## config.mk

```make
export PLATFORM = sky130hd
export DESIGN_NAME = framed_spi_slave
export DESIGN_NICKNAME = d
export VERILOG_FILES = /design/src/rtl/fspi_pkg.sv /design/src/rtl/fspi_edge.sv /design/src/rtl/fspi_ctrl.sv /design/src/rtl/fspi_datapath.sv /design/src/rtl/framed_spi_slave.sv
export SDC_FILE = /design/constraint.sdc
export NUM_CORES = 1
export LEC_CHECK = 0
export ABC_AREA = 1
export BUFFER_PORTS_ARGS = -buffer_cell sky130_fd_sc_hd__buf_2
export CELL_PAD_IN_SITES_DETAIL_PLACEMENT = 0
export CELL_PAD_IN_SITES_GLOBAL_PLACEMENT = 2
export CORE_MARGIN = 1
export CORE_UTILIZATION = 32
export DETAILED_ROUTE_END_ITERATION = 12
export PLACE_DENSITY_LB_ADDON = 0.12
export SYNTH_ARGS = -nofsm -noshare
export SYNTH_HDL_FRONTEND = slang
export SYNTH_SLANG_ARGS = --single-unit
```

## constraint.sdc

```tcl
create_clock -name clk -period 1.82 [get_ports clk]
set_input_delay 0.364 -clock clk [delete_from_list [all_inputs] [get_ports clk]]
set_output_delay 0.364 -clock clk [all_outputs]
set_load 0.02 [all_outputs]
```

## src/rtl/fspi_pkg.sv

```systemverilog
package fspi_pkg;

  // Strobes that the control unit issues to the datapath each system cycle
  typedef struct packed {
    logic loadBuf;   // move transmit buffer into the shifter
    logic loadZero;  // clear the shifter (no word pending)
    logic shift;     // advance transmit shifter by one bit
    logic capture;   // shift one received bit in
    logic commit;    // move completed word into the receive buffer
  } fspiStrobe_t;

endpackage

```

## src/rtl/fspi_edge.sv

```systemverilog
module fspi_edge #(
  parameter int SYNC_STAGES = 2
) (
  input  logic clk,
  input  logic rstN,
  input  logic sclkIn,
  input  logic sdiIn,
  input  logic fsyncIn,
  output logic sclkRise,
  output logic sclkFall,
  output logic sdiS,
  output logic fsyncS
);

  // The serial clock pipe has one extra stage that holds the previous value
  logic [SYNC_STAGES:0]   sclkPipe;
  logic [SYNC_STAGES-1:0] sdiPipe;
  logic [SYNC_STAGES-1:0] fsPipe;

  always_ff @(posedge clk or negedge rstN) begin
    if (!rstN) begin
      sclkPipe <= '0;
      sdiPipe  <= '0;
      fsPipe   <= '0;
    end else begin
      sclkPipe <= {sclkPipe[SYNC_STAGES-1:0], sclkIn};
      sdiPipe  <= {sdiPipe[SYNC_STAGES-2:0], sdiIn};
      fsPipe   <= {fsPipe[SYNC_STAGES-2:0], fsyncIn};
    end
  end

  assign sclkRise = sclkPipe[SYNC_STAGES-1] & ~sclkPipe[SYNC_STAGES];
  assign sclkFall = ~sclkPipe[SYNC_STAGES-1] & sclkPipe[SYNC_STAGES];
  assign sdiS     = sdiPipe[SYNC_STAGES-1];
  assign fsyncS   = fsPipe[SYNC_STAGES-1];

endmodule

```

## src/rtl/fspi_ctrl.sv

```systemverilog
module fspi_ctrl
  import fspi_pkg::*;
#(
  parameter int WORD_W = 16
) (
  input  logic        clk,
  input  logic        rstN,
  input  logic        active,
  input  logic        syncDir,
  input  logic        clkPol,
  input  logic        sclkRise,
  input  logic        sclkFall,
  input  logic        fsyncS,
  input  logic        txWrite,
  input  logic        rxRead,
  output fspiStrobe_t strobe,
  output logic        busy,
  output logic        fsyncDrive,
  output logic        txFull,
  output logic        rxFull,
  output logic        rxOverflow
);

  localparam int CNT_W = $clog2(WORD_W + 1);
  localparam logic [CNT_W-1:0] LAST_IDX = CNT_W'(WORD_W - 1);
  localparam logic [CNT_W-1:0] WORD_CNT = CNT_W'(WORD_W);

  logic [CNT_W-1:0] txCnt;
  logic [CNT_W-1:0] rxCnt;
  logic syncSeen;

  logic txEdge, smpEdge, lastBit, startCond;
  logic frameStart, shiftNow, endNow, captureNow, wordDone;

  always_comb begin
    txEdge     = clkPol ? sclkRise : sclkFall;
    smpEdge    = clkPol ? sclkFall : sclkRise;
    lastBit    = (txCnt == LAST_IDX);
    startCond  = syncDir ? syncSeen : txFull;
    frameStart = active && txEdge && (!busy || lastBit) && startCond;
    shiftNow   = active && txEdge && busy && !lastBit;
    endNow     = active && txEdge && busy && lastBit && !startCond;
    captureNow = active && smpEdge && busy && (rxCnt < WORD_CNT);
    wordDone   = captureNow && (rxCnt == LAST_IDX);

    strobe          = '0;
    strobe.loadBuf  = frameStart && txFull;
    strobe.loadZero = frameStart && !txFull;
    strobe.shift    = shiftNow;
    strobe.capture  = captureNow;
    strobe.commit   = wordDone && (!rxFull || rxRead);
  end

  // Frame sequencing: bit counters and busy flag
  always_ff @(posedge clk or negedge rstN) begin
    if (!rstN) begin
      busy  <= 1'b0;
      txCnt <= '0;
      rxCnt <= '0;
    end else if (!active) begin
      busy  <= 1'b0;
      txCnt <= '0;
      rxCnt <= '0;
    end else begin
      if (frameStart) begin
        busy  <= 1'b1;
        txCnt <= '0;
        rxCnt <= '0;
      end else begin
        if (endNow)     busy  <= 1'b0;
        if (shiftNow)   txCnt <= txCnt + CNT_W'(1);
        if (captureNow) rxCnt <= rxCnt + CNT_W'(1);
      end
    end
  end

  // Frame-sync handling for both directions
  always_ff @(posedge clk or negedge rstN) begin
    if (!rstN) begin
      syncSeen   <= 1'b0;
      fsyncDrive <= 1'b0;
    end else if (!active) begin
      syncSeen   <= 1'b0;
      fsyncDrive <= 1'b0;
    end else begin
      if (!syncDir || txEdge) syncSeen <= 1'b0;
      else if (smpEdge)       syncSeen <= fsyncS;
      if (syncDir)            fsyncDrive <= 1'b0;
      else if (txEdge)        fsyncDrive <= frameStart;
    end
  end

  // Buffer status flags
  always_ff @(posedge clk or negedge rstN) begin
    if (!rstN) begin
      txFull     <= 1'b0;
      rxFull     <= 1'b0;
      rxOverflow <= 1'b0;
    end else begin
      if (txWrite)         txFull <= 1'b1;
      else if (frameStart) txFull <= 1'b0;

      if (strobe.commit) rxFull <= 1'b1;
      else if (rxRead)   rxFull <= 1'b0;

      if (wordDone && rxFull && !rxRead) rxOverflow <= 1'b1;
      else if (rxRead)                   rxOverflow <= 1'b0;
    end
  end

endmodule

```

## src/rtl/fspi_datapath.sv

```systemverilog
module fspi_datapath
  import fspi_pkg::*;
#(
  parameter int WORD_W = 16
) (
  input  logic              clk,
  input  logic              rstN,
  input  fspiStrobe_t       strobe,
  input  logic              txWrite,
  input  logic [WORD_W-1:0] txData,
  input  logic              sdiS,
  output logic              txMsb,
  output logic [WORD_W-1:0] rxData
);

  logic [WORD_W-1:0] txBuf;
  logic [WORD_W-1:0] txShift;
  logic [WORD_W-2:0] rxShift;   // bits received so far, newest in bit 0

  always_ff @(posedge clk or negedge rstN) begin
    if (!rstN) begin
      txBuf   <= '0;
      txShift <= '0;
      rxShift <= '0;
      rxData  <= '0;
    end else begin
      if (txWrite) txBuf <= txData;

      if (strobe.loadBuf)       txShift <= txBuf;
      else if (strobe.loadZero) txShift <= '0;
      else if (strobe.shift)    txShift <= {txShift[WORD_W-2:0], 1'b0};

      if (strobe.capture) rxShift <= {rxShift[WORD_W-3:0], sdiS};
      if (strobe.commit)  rxData  <= {rxShift, sdiS};
    end
  end

  assign txMsb = txShift[WORD_W-1];

endmodule

```

## src/rtl/framed_spi_slave.sv

```systemverilog
module framed_spi_slave
  import fspi_pkg::*;
#(
  parameter int WORD_W      = 16,
  parameter int SYNC_STAGES = 2
) (
  input  logic              clk,
  input  logic              rstN,
  input  logic              masterEn,
  input  logic              frameEn,
  input  logic              syncDir,
  input  logic              clkPol,
  input  logic              sclkIn,
  input  logic              sdiIn,
  output logic              sdoOut,
  input  logic              fsyncIn,
  output logic              fsyncOut,
  output logic              fsyncOe,
  input  logic              txWrite,
  input  logic [WORD_W-1:0] txData,
  output logic              txFull,
  input  logic              rxRead,
  output logic [WORD_W-1:0] rxData,
  output logic              rxFull,
  output logic              rxOverflow
);

  logic sclkRise, sclkFall, sdiS, fsyncS;
  logic active, busy, fsyncDrive, txMsb;
  fspiStrobe_t strobe;

  assign active = !masterEn && frameEn;

  fspi_edge #(.SYNC_STAGES(SYNC_STAGES)) uEdge (
    .clk(clk), .rstN(rstN),
    .sclkIn(sclkIn), .sdiIn(sdiIn), .fsyncIn(fsyncIn),
    .sclkRise(sclkRise), .sclkFall(sclkFall),
    .sdiS(sdiS), .fsyncS(fsyncS)
  );

  fspi_ctrl #(.WORD_W(WORD_W)) uCtrl (
    .clk(clk), .rstN(rstN),
    .active(active), .syncDir(syncDir), .clkPol(clkPol),
    .sclkRise(sclkRise), .sclkFall(sclkFall), .fsyncS(fsyncS),
    .txWrite(txWrite), .rxRead(rxRead),
    .strobe(strobe), .busy(busy), .fsyncDrive(fsyncDrive),
    .txFull(txFull), .rxFull(rxFull), .rxOverflow(rxOverflow)
  );

  fspi_datapath #(.WORD_W(WORD_W)) uData (
    .clk(clk), .rstN(rstN),
    .strobe(strobe), .txWrite(txWrite), .txData(txData),
    .sdiS(sdiS), .txMsb(txMsb), .rxData(rxData)
  );

  assign sdoOut   = active && busy && txMsb;
  assign fsyncOut = active && fsyncDrive;
  assign fsyncOe  = active && !syncDir;

endmodule

```

### Yosys cells after proc, flatten, opt, wreduce, memory -nomap -nowiden

Cells that the tools add are included.

| word-level totals | value |
|---|---|
| flip-flop bits (word level) | 86 |
| bits of input ports | 27 |
| output and inout bits | 22 |
| word-level logic and storage cells | 91 |

| cells by class | value |
|---|---|
| $add $sub $neg | 2 |
| $lt $le $gt $ge | 1 |
| equal/unequal tests | 7 |
| multiplexer cells | 26 |
| bitwise gates (word level) | 4 |
| reduce and logical (&&, ||, !) cells | 36 |

Operators with widths:

| operator | number |
|---|---|
| two-way mux 16 bit | 3 |
| two-way mux 5 bit | 6 |
| logical AND 1 bit | 21 |
| two-way mux 1 bit | 17 |
| inequality test 3 x 1 -> 1 bit (second input constant) | 4 |
| adder 5 x 1 -> 5 bit (second input constant) | 2 |
| equality test 5 x 4 -> 1 bit (second input constant) | 2 |
| logical NOT 1 bit | 8 |
| nonzero test 2 bit | 3 |
| < comparator 5 bit (second input constant) | 1 |
| logical OR 1 bit | 3 |
| inequality test 3 x 2 -> 1 bit (second input constant) | 1 |
| nonzero test 3 bit | 1 |
| bitwise AND 1 bit | 2 |
| inverter 1 bit | 2 |

### Logic depth before layout (Yosys ltp)

Gate-level depths: netlist of run 1.

| depth | value |
|---|---|
| word-level depth | 10 |
| mapped depth | 11 |
| gate-level depth less buffers | 11 |

### Cells and area by module

A second synthesis of run 1 with hierarchy kept.

| second synthesis, totals | value |
|---|---|
| cells, all modules | 481 |
| area total of the unflattened synthesis | 3,948.8 µm² |

By module, submodules not included:

| module | times used | cells each | area an instance (µm²) | sequential area each (µm²) |
|---|---|---|---|---|
| fspi_datapath | 1 | 331 | 2,732.6 | 1,576.5 |
| fspi_ctrl | 1 | 131 | 993.5 | 400.4 |
| fspi_edge | 1 | 11 | 190.2 | 175.2 |
| framed_spi_slave | 1 | 8 | 32.5 | 0.0 |

### Worst setup path after synthesis of run 1

No wires, ideal clock.

| path | value |
|---|---|
| path kind | register -> register |
| from | register uCtrl.txCnt[0] |
| to | register uData.txShift[10] |
| library setup time | 0.121 ns |
| arrival | 1.738 ns |
| required time | 1.699 ns |
| path slack | -0.039 ns |
| stages on the path, launching flop included | 11 |
| buffers on the path | 1 |
| period minus slack after synthesis | 1.859 ns |
| path through | dfrtp_1 ha_1 and3_1 ha_1 nor2_8 inv_2 nand2_2 nand3_4 buf_4 nor2_1 a21oi_1 |

| between the ends | value |
|---|---|
| longest elaborated chain between the ends | 7 |
| elaborated cells between the ends (all ways) | 11 |
| those cells by class | eq/ne (1); mux (2); reduce/logical (8) |

Ends and longest elaborated chain:

| what | RTL line | source |
|---|---|---|
| start, declared | fspi_ctrl.sv:28 | `logic [CNT_W-1:0] txCnt;` |
| start signal, assigned | fspi_ctrl.sv:71 | `if (shiftNow) txCnt <= txCnt + CNT_W'(1);` |
| equality test 5 x 4 -> 1 bit (*) | fspi_ctrl.sv:38 | `lastBit = (txCnt == LAST_IDX);` |
| logical OR 1 bit | fspi_ctrl.sv:40 | `frameStart = active && txEdge && (!busy \|\| lastBit) && startCond;` |
| logical AND 1 bit (2 in series) | fspi_ctrl.sv:40 |  |
| logical AND 1 bit | fspi_ctrl.sv:48 | `strobe.loadZero = frameStart && !txFull;` |
| two-way mux 16 bit | fspi_datapath.sv:30 | `else if (strobe.loadZero) txShift <= '0;` |
| two-way mux 16 bit | fspi_datapath.sv:29 | `if (strobe.loadBuf) txShift <= txBuf;` |
| end signal, assigned | fspi_datapath.sv:29 |  |
| end signal, assigned | fspi_datapath.sv:31 | `else if (strobe.shift) txShift <= {txShift[WORD_W-2:0], 1'b0};` |
| end, declared | fspi_datapath.sv:17 | `logic [WORD_W-1:0] txShift;` |

Every way passes the cells marked *; elsewhere a longest branch is shown, timed or not.
A chain may end at the register's enable or synchronous reset.

### Worst setup path in the final report of run 1

| path | value |
|---|---|
| from | register uCtrl.txCnt[1] |
| to | register uData.txShift[8] |

Same word-level chain as after synthesis.

==> run metrics, run 1 <==
outcome complete, no violations; vias in the first global route 3,011; Unique masters post-synth 31; Layout Nets 515; Remaining DRCs 0; non-filler cells in the finished layout 636; max_cap viols 0; Worst Hold Class in2reg; Slew Limit Fails 0; arrival time at the worst endpoint 2.04 ns; WS Path Type reg2reg; Max VDD drop 594 uV; critical path endpoint category register; synthesized instance count 420; GR Overflow Total 0; max frequency 552 MHz; CP Launch Type register; Yosys reg bits 86; Synth Flop Type dfrtp_1; commonest cells after routing, fill and taps aside 95 x nand2_1, 86 x dfrtp_1, 47 x buf_2; I/O pin cnt 49; fraction of layout cells with a size suffix above 1 33.3%; r2r setup slk 0.01 ns; final setup fails 0; Placed Cells 614; Max clock buf depth 2; via count 2,964; Clock Skew 0.00589 ns; first-pass GRT wire length 14.6 mm; Post-DP Area 0.00442 sq mm; dpl hpwl 5.59 mm; number of synthesized flops with an enable pin 0; Slew Limit Headroom 69.4%; most common cell after layout, fill and taps aside nand2_1; crit-path max FO 7; register area 0.00215 sq mm; Detail Route Antenna Nets 0; fill cell count 1,196; syn_area_per_cell 9.31 sq um; DIE WIDTH 113 microns; largest net degree at the start of global routing 34; Num CTS Buffers 9; total die area 0.0127 sq mm; min Tclk post-route 1.81 ns; final hold vios 0; Final period util 99.5%; core area 0.0120 sq mm; power density cells 952 mW/mm^2; Initial Utilization 32.7%; H-tree levels 3; clock root cell clkbuf_16; sequential fraction of the synthesis area 55.0%; total global-route track usage 15.1%; vias per inst 4.66; Mapped Area 0.00391 sq mm; WL/cell 13.9 microns; Slew @ Worst Pin 0.459 ns; Required @ worst endpoint 2.05 ns; post-synthesis async set-or-reset flop share 100%; die height 113 microns; multi-input combinational cell area 0.00157 sq mm; CTS tree done; initial antenna violation count 0; WHS 0.121 ns; ant diodes 0; final wirelength 8.82 mm; CTS sink count 86; Rows 40; GP Congestion 0.749; clock slew at reported path FFs 0.06 ns; PortBufs 48; Iter 0 DRT Violations 94; Pwr Total 4760 uW; area delta synth->final 27.9%; Yosys warning total 0; first drt pass iteration count 6; Leakage 0.00267 uW; Mapped Nets 451; Clock Latency Late Sink 0.34 ns; RSZ-0062 raised after global routing yes; fin area 0.00500 sq mm
==> worst max-delay path, stage by stage (launching register included) <==
cell	delay, ns
dfrtp_1	0.39
ha_2	0.20
and3_4	0.18
ha_4	0.17
nor2_8	0.13
inv_2	0.05
nand2_2	0.07
nand3_4	0.13
buf_6	0.19
nor2_1	0.12
a21oi_2	0.07
==> per-stage QoR <==
| step | utilization, % | TNS, ns | setup slack, ns |
|---|---|---|---|
| after floorplan | - | 0 | 0.0150 |
| after global placement | 36.9 | 0 | 0.0222 |
| after detailed placement | 36.9 | -0.0687 | -0.0192 |
| after CTS | 40.0 | 0 | 0.00242 |
| after global routing | 41.8 | -1.08 | -0.0741 |
| final | 41.8 | 0 | 0.00984 |
==> cell type report <==
cell class / instances / area share, %
multi-input combinational: 262 / 31.4
clock inverter: 7 / 2.43
sequential: 86 / 43.0
tap: 147 / 3.68
clock buffer: 9 / 4.50
inverter: 54 / 4.05
timing repair buffer: 71 / 10.9
==> synthesized netlist by cell type (5+ instances only) <==
cell | n | area share [%]
a21oi_1 | 17 | 2.2
nor2_1 | 38 | 3.6
mux2_2 | 16 | 4.6
inv_2 | 6 | 0.58
nand2_2 | 5 | 0.80
nand3_1 | 12 | 1.5
buf_2 | 8 | 1.0
o21ai_0 | 22 | 2.8
dfrtp_1 | 86 | 55
nand4_1 | 23 | 3.7
inv_1 | 48 | 4.6
nand2_1 | 102 | 9.8
==> power by group <==
part,internal (uW),switching (uW)
clock,1350,785
sequential,2060,52.9
combinational,209,305
==> routing by layer <==
layer | vias up | share of wire (%) | GRT usage (%)
li1 | 1472 | - | -
met1 | 1449 | 45 | 17.3
met2 | 35 | 51 | 26.6
met3 | 8 | 3.1 | 4.21
met4 | 0 | 0.99 | 5.78
met5 | - | 0 | 0
==> worst paths after layout <==
path	from	end	depth (start not counted)
min	sclkIn	uEdge.sclkPipe[0]$_DFF_PN0_	1
max in group asynchronous	rstN	uCtrl.rxFull$_DFFE_PN0P_	3
min in group asynchronous	rstN	uData.txShift[3]$_DFFE_PN0P_	2
max	uCtrl.txCnt[1]$_DFFE_PN0P_	uData.txShift[8]$_DFFE_PN0P_	10
min reg2reg	uEdge.fsPipe[0]$_DFF_PN0_	uEdge.fsPipe[1]$_DFF_PN0_	0
max reg2reg	uCtrl.txCnt[1]$_DFFE_PN0P_	uData.txShift[8]$_DFFE_PN0P_	10
==> cell families after synthesis <==
group / count (synthesis) / synth area share, %
simple gates: 193 / 23.7
flops: 86 / 55.0
buf+inv: 72 / 8.35
compound gates: 45 / 6.14
mux: 16 / 4.61
xor+xnor: 4 / 0.896
fa+ha+maj: 4 / 1.28
==> timing repair <==
| item | 4_1_cts | 5_1_grt |
|---|---|---|
| gates cloned | 0 | 3 |
| endpoints found under the hold margin | 26 | 0 |
| setup buffers | 1 | 1 |
| gates resized for setup | 0 | 45 |
| endpoints found under the setup margin | 17 | 22 |
| hold buffers | 1 | 0 |
| pin swaps | 1 | 4 |
==> state kept, by name (all words and copies together) (netlist names), 2 cells and up <==
register,count
uData.txShift,16
uEdge.sdiPipe,2
uEdge.sclkPipe,3
uCtrl.txCnt,5
uEdge.fsPipe,2
uData.txBuf,16
uData.rxShift,15
uCtrl.rxCnt,5
uData.rxData,16
No activity file was read; power rests on OpenSTA's default activity.
==> run 2: changes to the inputs <==
--- a/config.mk
+++ b/config.mk
@@ -7,12 +7,13 @@
 export LEC_CHECK = 0
 export ABC_AREA = 1
 export BUFFER_PORTS_ARGS = -buffer_cell sky130_fd_sc_hd__buf_2
-export CELL_PAD_IN_SITES_DETAIL_PLACEMENT = 0
+export CELL_PAD_IN_SITES_DETAIL_PLACEMENT = 1
 export CELL_PAD_IN_SITES_GLOBAL_PLACEMENT = 2
 export CORE_MARGIN = 1
-export CORE_UTILIZATION = 32
+export CORE_UTILIZATION = 31
 export DETAILED_ROUTE_END_ITERATION = 12
 export PLACE_DENSITY_LB_ADDON = 0.12
 export SYNTH_ARGS = -nofsm -noshare
 export SYNTH_HDL_FRONTEND = slang
+export SYNTH_HIERARCHICAL = 1
 export SYNTH_SLANG_ARGS = --single-unit
==> run 2 against run 1 <==
The flow now finishes with violations (negative setup slack). Fmax down 5.5%. Power fell by 6.2%. Sequential power up 3%. Wire length grew 5.5%. Via count grew 8.6%. Worst setup slack got worse by 0.10 ns. Utilization fell by 0.84 points. Critical path type unchanged. Largest power group is now registers. Highest routed layer unchanged.
==> run metrics, run 2 <==
Clock Power Share 40.2% (-4.6 points); metal3 WL 327 microns (+19%); I/O pin cnt 49 (unchanged); Worst Hold Class in2reg; Final period util 105% (+5.7 points); crit-path max FO 11 (+4); GR Overflow Total 0 (unchanged); ant diodes 0 (unchanged); sequential fraction of the synthesis area 54.5% (-0.52 points); Net Sw Frac 26.8% (+2.8 points); WHS 0.118 ns (-0.00302 ns); synthesized instance count 481 (+15%); die height 115 microns (+2.0%); Max VDD drop 568 uV (-4.5%); biggest cell delay along the critical path 0.36 ns (-0.03 ns); total global-route track usage 15.2% (+0.091 points); most common cell after layout, fill and taps aside nand2_1; commonest cells after routing, fill and taps aside 130 x nand2_1, 86 x dfrtp_1, 81 x inv_1; Hold Path Stages 1 (unchanged); Clock Skew 0.00918 ns (+0.00329 ns); Slew Limit Fails 0 (unchanged); Synth Flop Type dfrtp_1; Initial Utilization 32.3% (-0.36 points); crit-path cells ha_2 > and3_4 > ha_4 > inv_2 > nand2_2 > inv_2 > nor2_2 > nand2_2 > nor2_4 > nor2_8 > buf_12 > nand2_1 > nand2_1 > nand2_1 > inv_1; power density cells 893 mW/mm^2 (-6.3%); r2r endpoint uData/txShift[12]$_DFFE_PN0P_; r2r setup slk -0.09 ns (-0.10 ns); final setup TNS -1.18 ns (-1.18 ns); clock root cell clkbuf_16; first-pass GRT wire length 15.4 mm (+5.7%); CP Launch Type register; dpl hpwl 6.14 mm (+9.9%); min Tclk post-route 1.91 ns (+0.104 ns); mux contribution to synthesized area 0% (-4.6 points); final wirelength 9.30 mm (+5.5%); critical path endpoint category register; DIE WIDTH 115 microns (+2.0%); routed metal-1 wire length 4.29 mm (+7.5%); CTS tree done; Rows 40 (unchanged); Mapped Area 0.00395 sq mm (+0.96%); Synth Area in XOR/XNOR 0.665% (-0.23 points); Slowest-stage cell, CP dfrtp_1; core area 0.0122 sq mm (+2.1%); H-tree levels 3 (unchanged); biggest regs uData/rxData (16), uData/txBuf (16), uData/txShift (16); vias in the first global route 3,341 (+11%); arrival time at the worst endpoint 2.15 ns (+0.11 ns); Hold Crit Endpoint uEdge/sclkPipe[0]$_DFF_PN0_; Mapped Nets 512 (+14%); number of synthesized flops with an enable pin 0 (unchanged); CTS sink count 86 (unchanged); min-delay src sclkIn; Top Layer Used met4; Slew @ Worst Pin 0.511 ns (+0.0517 ns); clock slew at reported path FFs 0.07 ns (about the same); Iter 0 DRT Violations 94 (unchanged); via count 3,218 (+8.6%); PortBufs 48 (unchanged); power share of the combinational group 10.8% (about the same); vias per inst 4.46 (-4.2%); max frequency 522 MHz (-5.5%); syn_area_per_cell 8.21 sq um (-12%); Int Pwr 3270 uW (-9.7%); outcome finished, violations left; final hold vios 0 (unchanged); Remaining DRCs 0 (unchanged); area delta synth->final 26.7%; max_cap viols 0 (unchanged); Compound-Gate Fraction of Synth Area 7.03% (+0.89 points); Required @ worst endpoint 2.06 ns (about the same); Max clock buf depth 2 (unchanged); Num CTS Buffers 9 (unchanged); total die area 0.0132 sq mm (+4.1%); Slew Limit Headroom 66.0% (-3.4 points); Sw Pwr 1200 uW (+4.9%); RSZ-0062 raised after global routing yes; initial antenna violation count 0 (unchanged); Final WS setup -0.0946 ns (-0.104 ns); largest family of logic cells by synthesized area simple AND/OR/NAND/NOR gates; largest net degree at the start of global routing 35 (+2.9%); WS Path Type reg2reg; Clock Latency Late Sink 0.35 ns (about the same); Sequential Power Share 49.0% (+4.6 points); simple-gate share of the synthesized area 24.5% (+0.82 points); Post-Synth Adder-Cell Area 1.27% (-0.012 points); GP Congestion 0.712 (-5.0%); worst r2r path cells 15 (+5); WL met2 4.53 mm (+1.4%); RR Startpoint uCtrl/txCnt[0]$_DFFE_PN0P_; Unique masters post-synth 26 (-16%); Most common cell on crit path nand2_1; Detail Route Antenna Nets 0 (unchanged); Yosys warning total 6 (+6); post-synthesis cell type with the largest combined area dfrtp_1; Layout Nets 579 (+12%); final setup fails 15 (+15); WL/cell 12.9 microns (-7.0%); Yosys top cell area share 54.5% (-0.52 points); most frequent cells after synthesis 143 x nand2_1, 86 x dfrtp_1, 84 x inv_1; count leader, synth nand2_1; Leakage 0.00267 uW (+0.16%); failing checks negative setup slack; first drt pass iteration count 4 (-2); post-synthesis async set-or-reset flop share 100% (unchanged); Synth area leaders dfrtp_1 54%, nand2_1 14%, inv_1 8.0%; Yosys reg bits 86 (unchanged); fraction of layout cells with a size suffix above 1 24.4% (-8.9 points)
-- run 2: cell count changes after synthesis, moves of 4 or more --
cell     before  now
inv_2         6    2
inv_1        48   84
o21ai_0      22   36
nand4_1      23   11
mux2_2       16    0
nor2_1       38   33
nand3_1      12   23
nand2_1     102  143
-- run 2: critical path, delay by kind of cell, from the launching register on --
family                     cells  cell delay, ns
buffers and inverters          4            0.25
and+or+nand+nor                9            0.88
adders and majority gates      2            0.32
DFF                            1            0.36
-- run 2: metrics by stage --
step,area (sq um),cells,util (%),worst slack [ns],total power [uW]
floorplan,3990,481,-,-0.158,2510
global placement,4500,697,36.8,-0.0372,2690
detailed placement,4500,697,36.8,-0.105,2700
CTS,4840,715,39.6,-0.100,4540
global route,5000,721,41.0,-0.213,4730
finish,5000,721,41.0,-0.0946,4470
-- run 2: worst max-delay path by stage --
stage / endpoint / slack, ns / startpoint
2_1_floorplan: uData/txShift[15]$_DFFE_PN0P_ / -0.16 / uCtrl/txCnt[0]$_DFFE_PN0P_
3_3_place_gp: uData/txShift[15]$_DFFE_PN0P_ / -0.04 / uCtrl/txCnt[1]$_DFFE_PN0P_
3_5_place_dp: uData/txShift[15]$_DFFE_PN0P_ / -0.11 / uCtrl/txCnt[0]$_DFFE_PN0P_
4_1_cts: uData/txShift[14]$_DFFE_PN0P_ / -0.10 / uCtrl/txCnt[0]$_DFFE_PN0P_
5_1_grt: uData/txShift[4]$_DFFE_PN0P_ / -0.21 / uCtrl/txCnt[0]$_DFFE_PN0P_
6_report: uData/txShift[12]$_DFFE_PN0P_ / -0.09 / uCtrl/txCnt[0]$_DFFE_PN0P_
-- run 2: per-layer routing --
metal | vias to the layer above | global-route usage [%]
li1 | 1592 | -
met1 | 1585 | 17.9
met2 | 31 | 25.9
met3 | 10 | 4.59
met4 | 0 | 5.97
met5 | - | 0
-- run 2: cell type report --
| cell class | count | area [sq um] |
|---|---|---|
| Timing Repair Buffer | 77 | 577 |
| Sequential cell | 86 | 2150 |
| Fill cell | 1482 | 7210 |
| Multi-Input combinational cell | 287 | 1450 |
| Inverter | 87 | 329 |
| Clock inverter | 6 | 48.8 |
| Clock buffer | 10 | 239 |
| Tap cell | 168 | 210 |
-- run 2: what timing repair did --
action                     CTS  global route
buffers inserted             1             4
hold buffers                 1             0
setup endpoints to repair   16            42
hold endpoints to repair    25             0
gates resized for setup      9            23
pin swaps                    0             5
cloned                       0             4
-- run 2: power by group through the flow --
stage	clock network [uW]	logic (uW)	registers, uW
2_1_floorplan	0	316	2200
3_3_place_gp	0	467	2220
3_5_place_dp	0	481	2220
4_1_cts	1860	488	2190
5_1_grt	1940	577	2210
6_report	1800	484	2190
-- run 2: cell families (layout without fill, tap and decap cells) --
kind of cell,count (synthesis),in the layout
buf+inv,108,180
flops,86,86
compound gates,55,55
fa+ha+maj,4,4
simple gates,225,225
xor+xnor,3,3
==> run 3: changes to the inputs <==
--- a/config.mk
+++ b/config.mk
@@ -10,9 +10,10 @@
 export CELL_PAD_IN_SITES_DETAIL_PLACEMENT = 1
 export CELL_PAD_IN_SITES_GLOBAL_PLACEMENT = 2
 export CORE_MARGIN = 1
-export CORE_UTILIZATION = 31
+export CORE_UTILIZATION = 34
 export DETAILED_ROUTE_END_ITERATION = 12
 export PLACE_DENSITY_LB_ADDON = 0.12
+export RECOVER_POWER = 50
 export SYNTH_ARGS = -nofsm -noshare
 export SYNTH_HDL_FRONTEND = slang
 export SYNTH_HIERARCHICAL = 1
==> constraint.sdc (replaced) <==
create_clock -name clk -period 2.1 [get_ports clk]
set_input_delay 0.42 -clock clk [delete_from_list [all_inputs] [get_ports clk]]
set_output_delay 0.42 -clock clk [all_outputs]
set_load 0.02 [all_outputs]
==> run 3 against run 2 <==
The run now ends clean. Sequential share of layout area is 2.7 points higher. Worst setup slack improved by 0.20 ns. Die area down 8.7%. Sequential power down 13%. Critical endpoint is now uData/txShift[6]$_DFFE_PN0P_.
==> run metrics, run 3 (synthesis gave the netlist of run 2 again) <==
outcome complete, no violations; biggest regs uData/rxData (16), uData/txBuf (16), uData/txShift (16); Final WS setup 0.106 ns (+0.201 ns); Net Sw Frac 26.3% (-0.54 points); Remaining DRCs 0 (unchanged); fin area 0.00471 sq mm (-5.8%); total global-route track usage 16.6% (+1.4 points); Rows 38 (-5.0%); register area 0.00215 sq mm (unchanged); Initial Utilization 35.6% (+3.3 points); Required @ worst endpoint 2.34 ns (+0.28 ns); area delta synth->final 19.3%; ant diodes 0 (unchanged); vias per inst 4.56 (+2.1%); critical path endpoint category register; via count 3,113 (-3.3%); Max VDD drop 653 uV (+15%); WS Path Type reg2reg; core area 0.0111 sq mm (-9.3%); first-pass GRT wire length 15.1 mm (-1.8%); PortBufs 48 (unchanged); fill cell count 1,389 (-6.3%); Slew Limit Fails 0 (unchanged); max frequency 502 MHz (-4.0%); CTS tree done; Post-DP Area 0.00439 sq mm (-2.5%); clock slew at reported path FFs 0.06 ns (about the same); final wirelength 8.67 mm (-6.8%); # hold bufs at CTS 0 (-1); Max clock buf depth 2 (unchanged); Setup WS pre-CTS -0.0726 ns (+0.0329 ns); Clock Skew 0.00567 ns (-0.00351 ns); final setup fails 0 (-15); DIE WIDTH 110 microns (-4.4%); power share of the combinational group 10.5% (-0.3 points); Slew @ Worst Pin 1.18 ns (+0.674 ns); Iter 0 DRT Violations 113 (+20%); I/O pin cnt 49 (unchanged); final hold vios 0 (unchanged); GP Congestion 0.740 (+4.0%); Clock Latency Late Sink 0.35 ns (about the same); Clock Power Share 39.8% (-0.4 points); Slew Limit Headroom 21.0% (-45 points); most common cell after layout, fill and taps aside nand2_1; arrival time at the worst endpoint 2.23 ns (+0.08 ns); total die area 0.0120 sq mm (-8.7%); CTS sink count 86 (unchanged); Detail Route Antenna Nets 0 (unchanged); Int Pwr 2820 uW (-14%); clock root cell clkbuf_16; non-filler cells in the finished layout 683 (-5.3%); first drt pass iteration count 4 (unchanged); GR Overflow Total 0 (unchanged); Pwr Total 3820 uW (-15%); WL/cell 12.7 microns (-1.6%); fraction of layout cells with a size suffix above 1 18.4% (-6.0 points); multi-input combinational cell area 0.00135 sq mm (-6.6%); die height 110 microns (-4.4%); CP Launch Type register; Final period util 94.9% (-10 points); min Tclk post-route 1.99 ns (+0.0791 ns); max_cap viols 0 (unchanged); Worst Hold Class in2async; Leakage 0.00258 uW (-3.3%); initial antenna violation count 0 (unchanged); vias in the first global route 3,248 (-2.8%); commonest cells after routing, fill and taps aside 143 x nand2_1, 86 x dfrtp_1, 84 x inv_1; Placed Cells 663 (-4.9%); dpl hpwl 5.84 mm (-5.0%); Sequential Power Share 49.7% (+0.7 points); largest net degree at the start of global routing 40 (+14%); H-tree levels 3 (unchanged); power density cells 811 mW/mm^2 (-9.2%); Num CTS Buffers 9 (unchanged); Sw Pwr 1000 uW (-16%); crit-path max FO 21 (+10); Layout Nets 569 (-1.7%)
## run 3: final timing paths
path,startpoint,endpoint,slack (ns),cells after the start
worst max-delay path,uCtrl/txCnt[1]$_DFFE_PN0P_,uData/txShift[6]$_DFFE_PN0P_,0.11,15
worst min-delay path,rstN,uData/txShift[2]$_DFFE_PN0P_,0.16,1
worst max register to register,uCtrl/txCnt[1]$_DFFE_PN0P_,uData/txShift[6]$_DFFE_PN0P_,0.11,15
worst min register to register,uEdge/fsPipe[0]$_DFF_PN0_,uEdge/fsPipe[1]$_DFF_PN0_,0.35,0
max in group asynchronous,rstN,uData/txShift[0]$_DFFE_PN0P_,0.48,2
min in group clk,sdiIn,uEdge/sdiPipe[0]$_DFF_PN0_,0.17,1
## run 3: timing repair
item,in CTS,in global routing
setup endpoints to repair,16,16
pin swaps,0,4
resized for setup,1,8
buffers inserted,0,4
cloned,0,0
## run 3: per-layer routing
metal  global-route usage [%]  vias to the layer above  wire length [microns]
li1                         -                     1569                      -
met4                     6.29                        0                    146
met2                     27.8                       38                   4300
met5                        0                        -                      0
met1                     20.0                     1495                   3930
met3                     4.92                       11                    295
## run 3: through the flow
stage               utilization, %  hold slack (ns)  setup TNS [ns]
global route                  42.5            0.153          -0.413
CTS                           42.2           0.0244               0
global placement              39.6            0.332               0
floorplan                        -            0.124               0
detailed placement            39.6            0.336          -0.905
finish                        42.5            0.163               0
## run 3: power by group through the flow
stage | sequential (uW) | combinational, uW | clock [uW]
4_1_cts | 1900 | 413 | 1590
5_1_grt | 1910 | 480 | 1650
3_3_place_gp | 1920 | 391 | 0
2_1_floorplan | 1900 | 277 | 0
6_report | 1900 | 400 | 1520
3_5_place_dp | 1930 | 410 | 0
## run 3: cell type report
class	count	area share, %
multi-input combinational	287	28.7
clock inverter	5	0.903
inverter	87	6.93
sequential	86	45.7
clock buffer	11	5.15
timing repair buffer	67	8.92
tap	140	3.72
## run 3: worst max-delay path, cell delays in order (launching register included)
cell	delay (ns)
dfrtp_1	0.36
ha_2	0.19
and3_4	0.19
ha_2	0.17
inv_1	0.04
nand2_1	0.07
inv_1	0.07
nor2_2	0.10
nand2_2	0.10
nor2_4	0.20
nor2_8	0.05
buf_12	0.15
nand2_1	0.07
nand2_1	0.05
nand2_1	0.05
inv_1	0.04
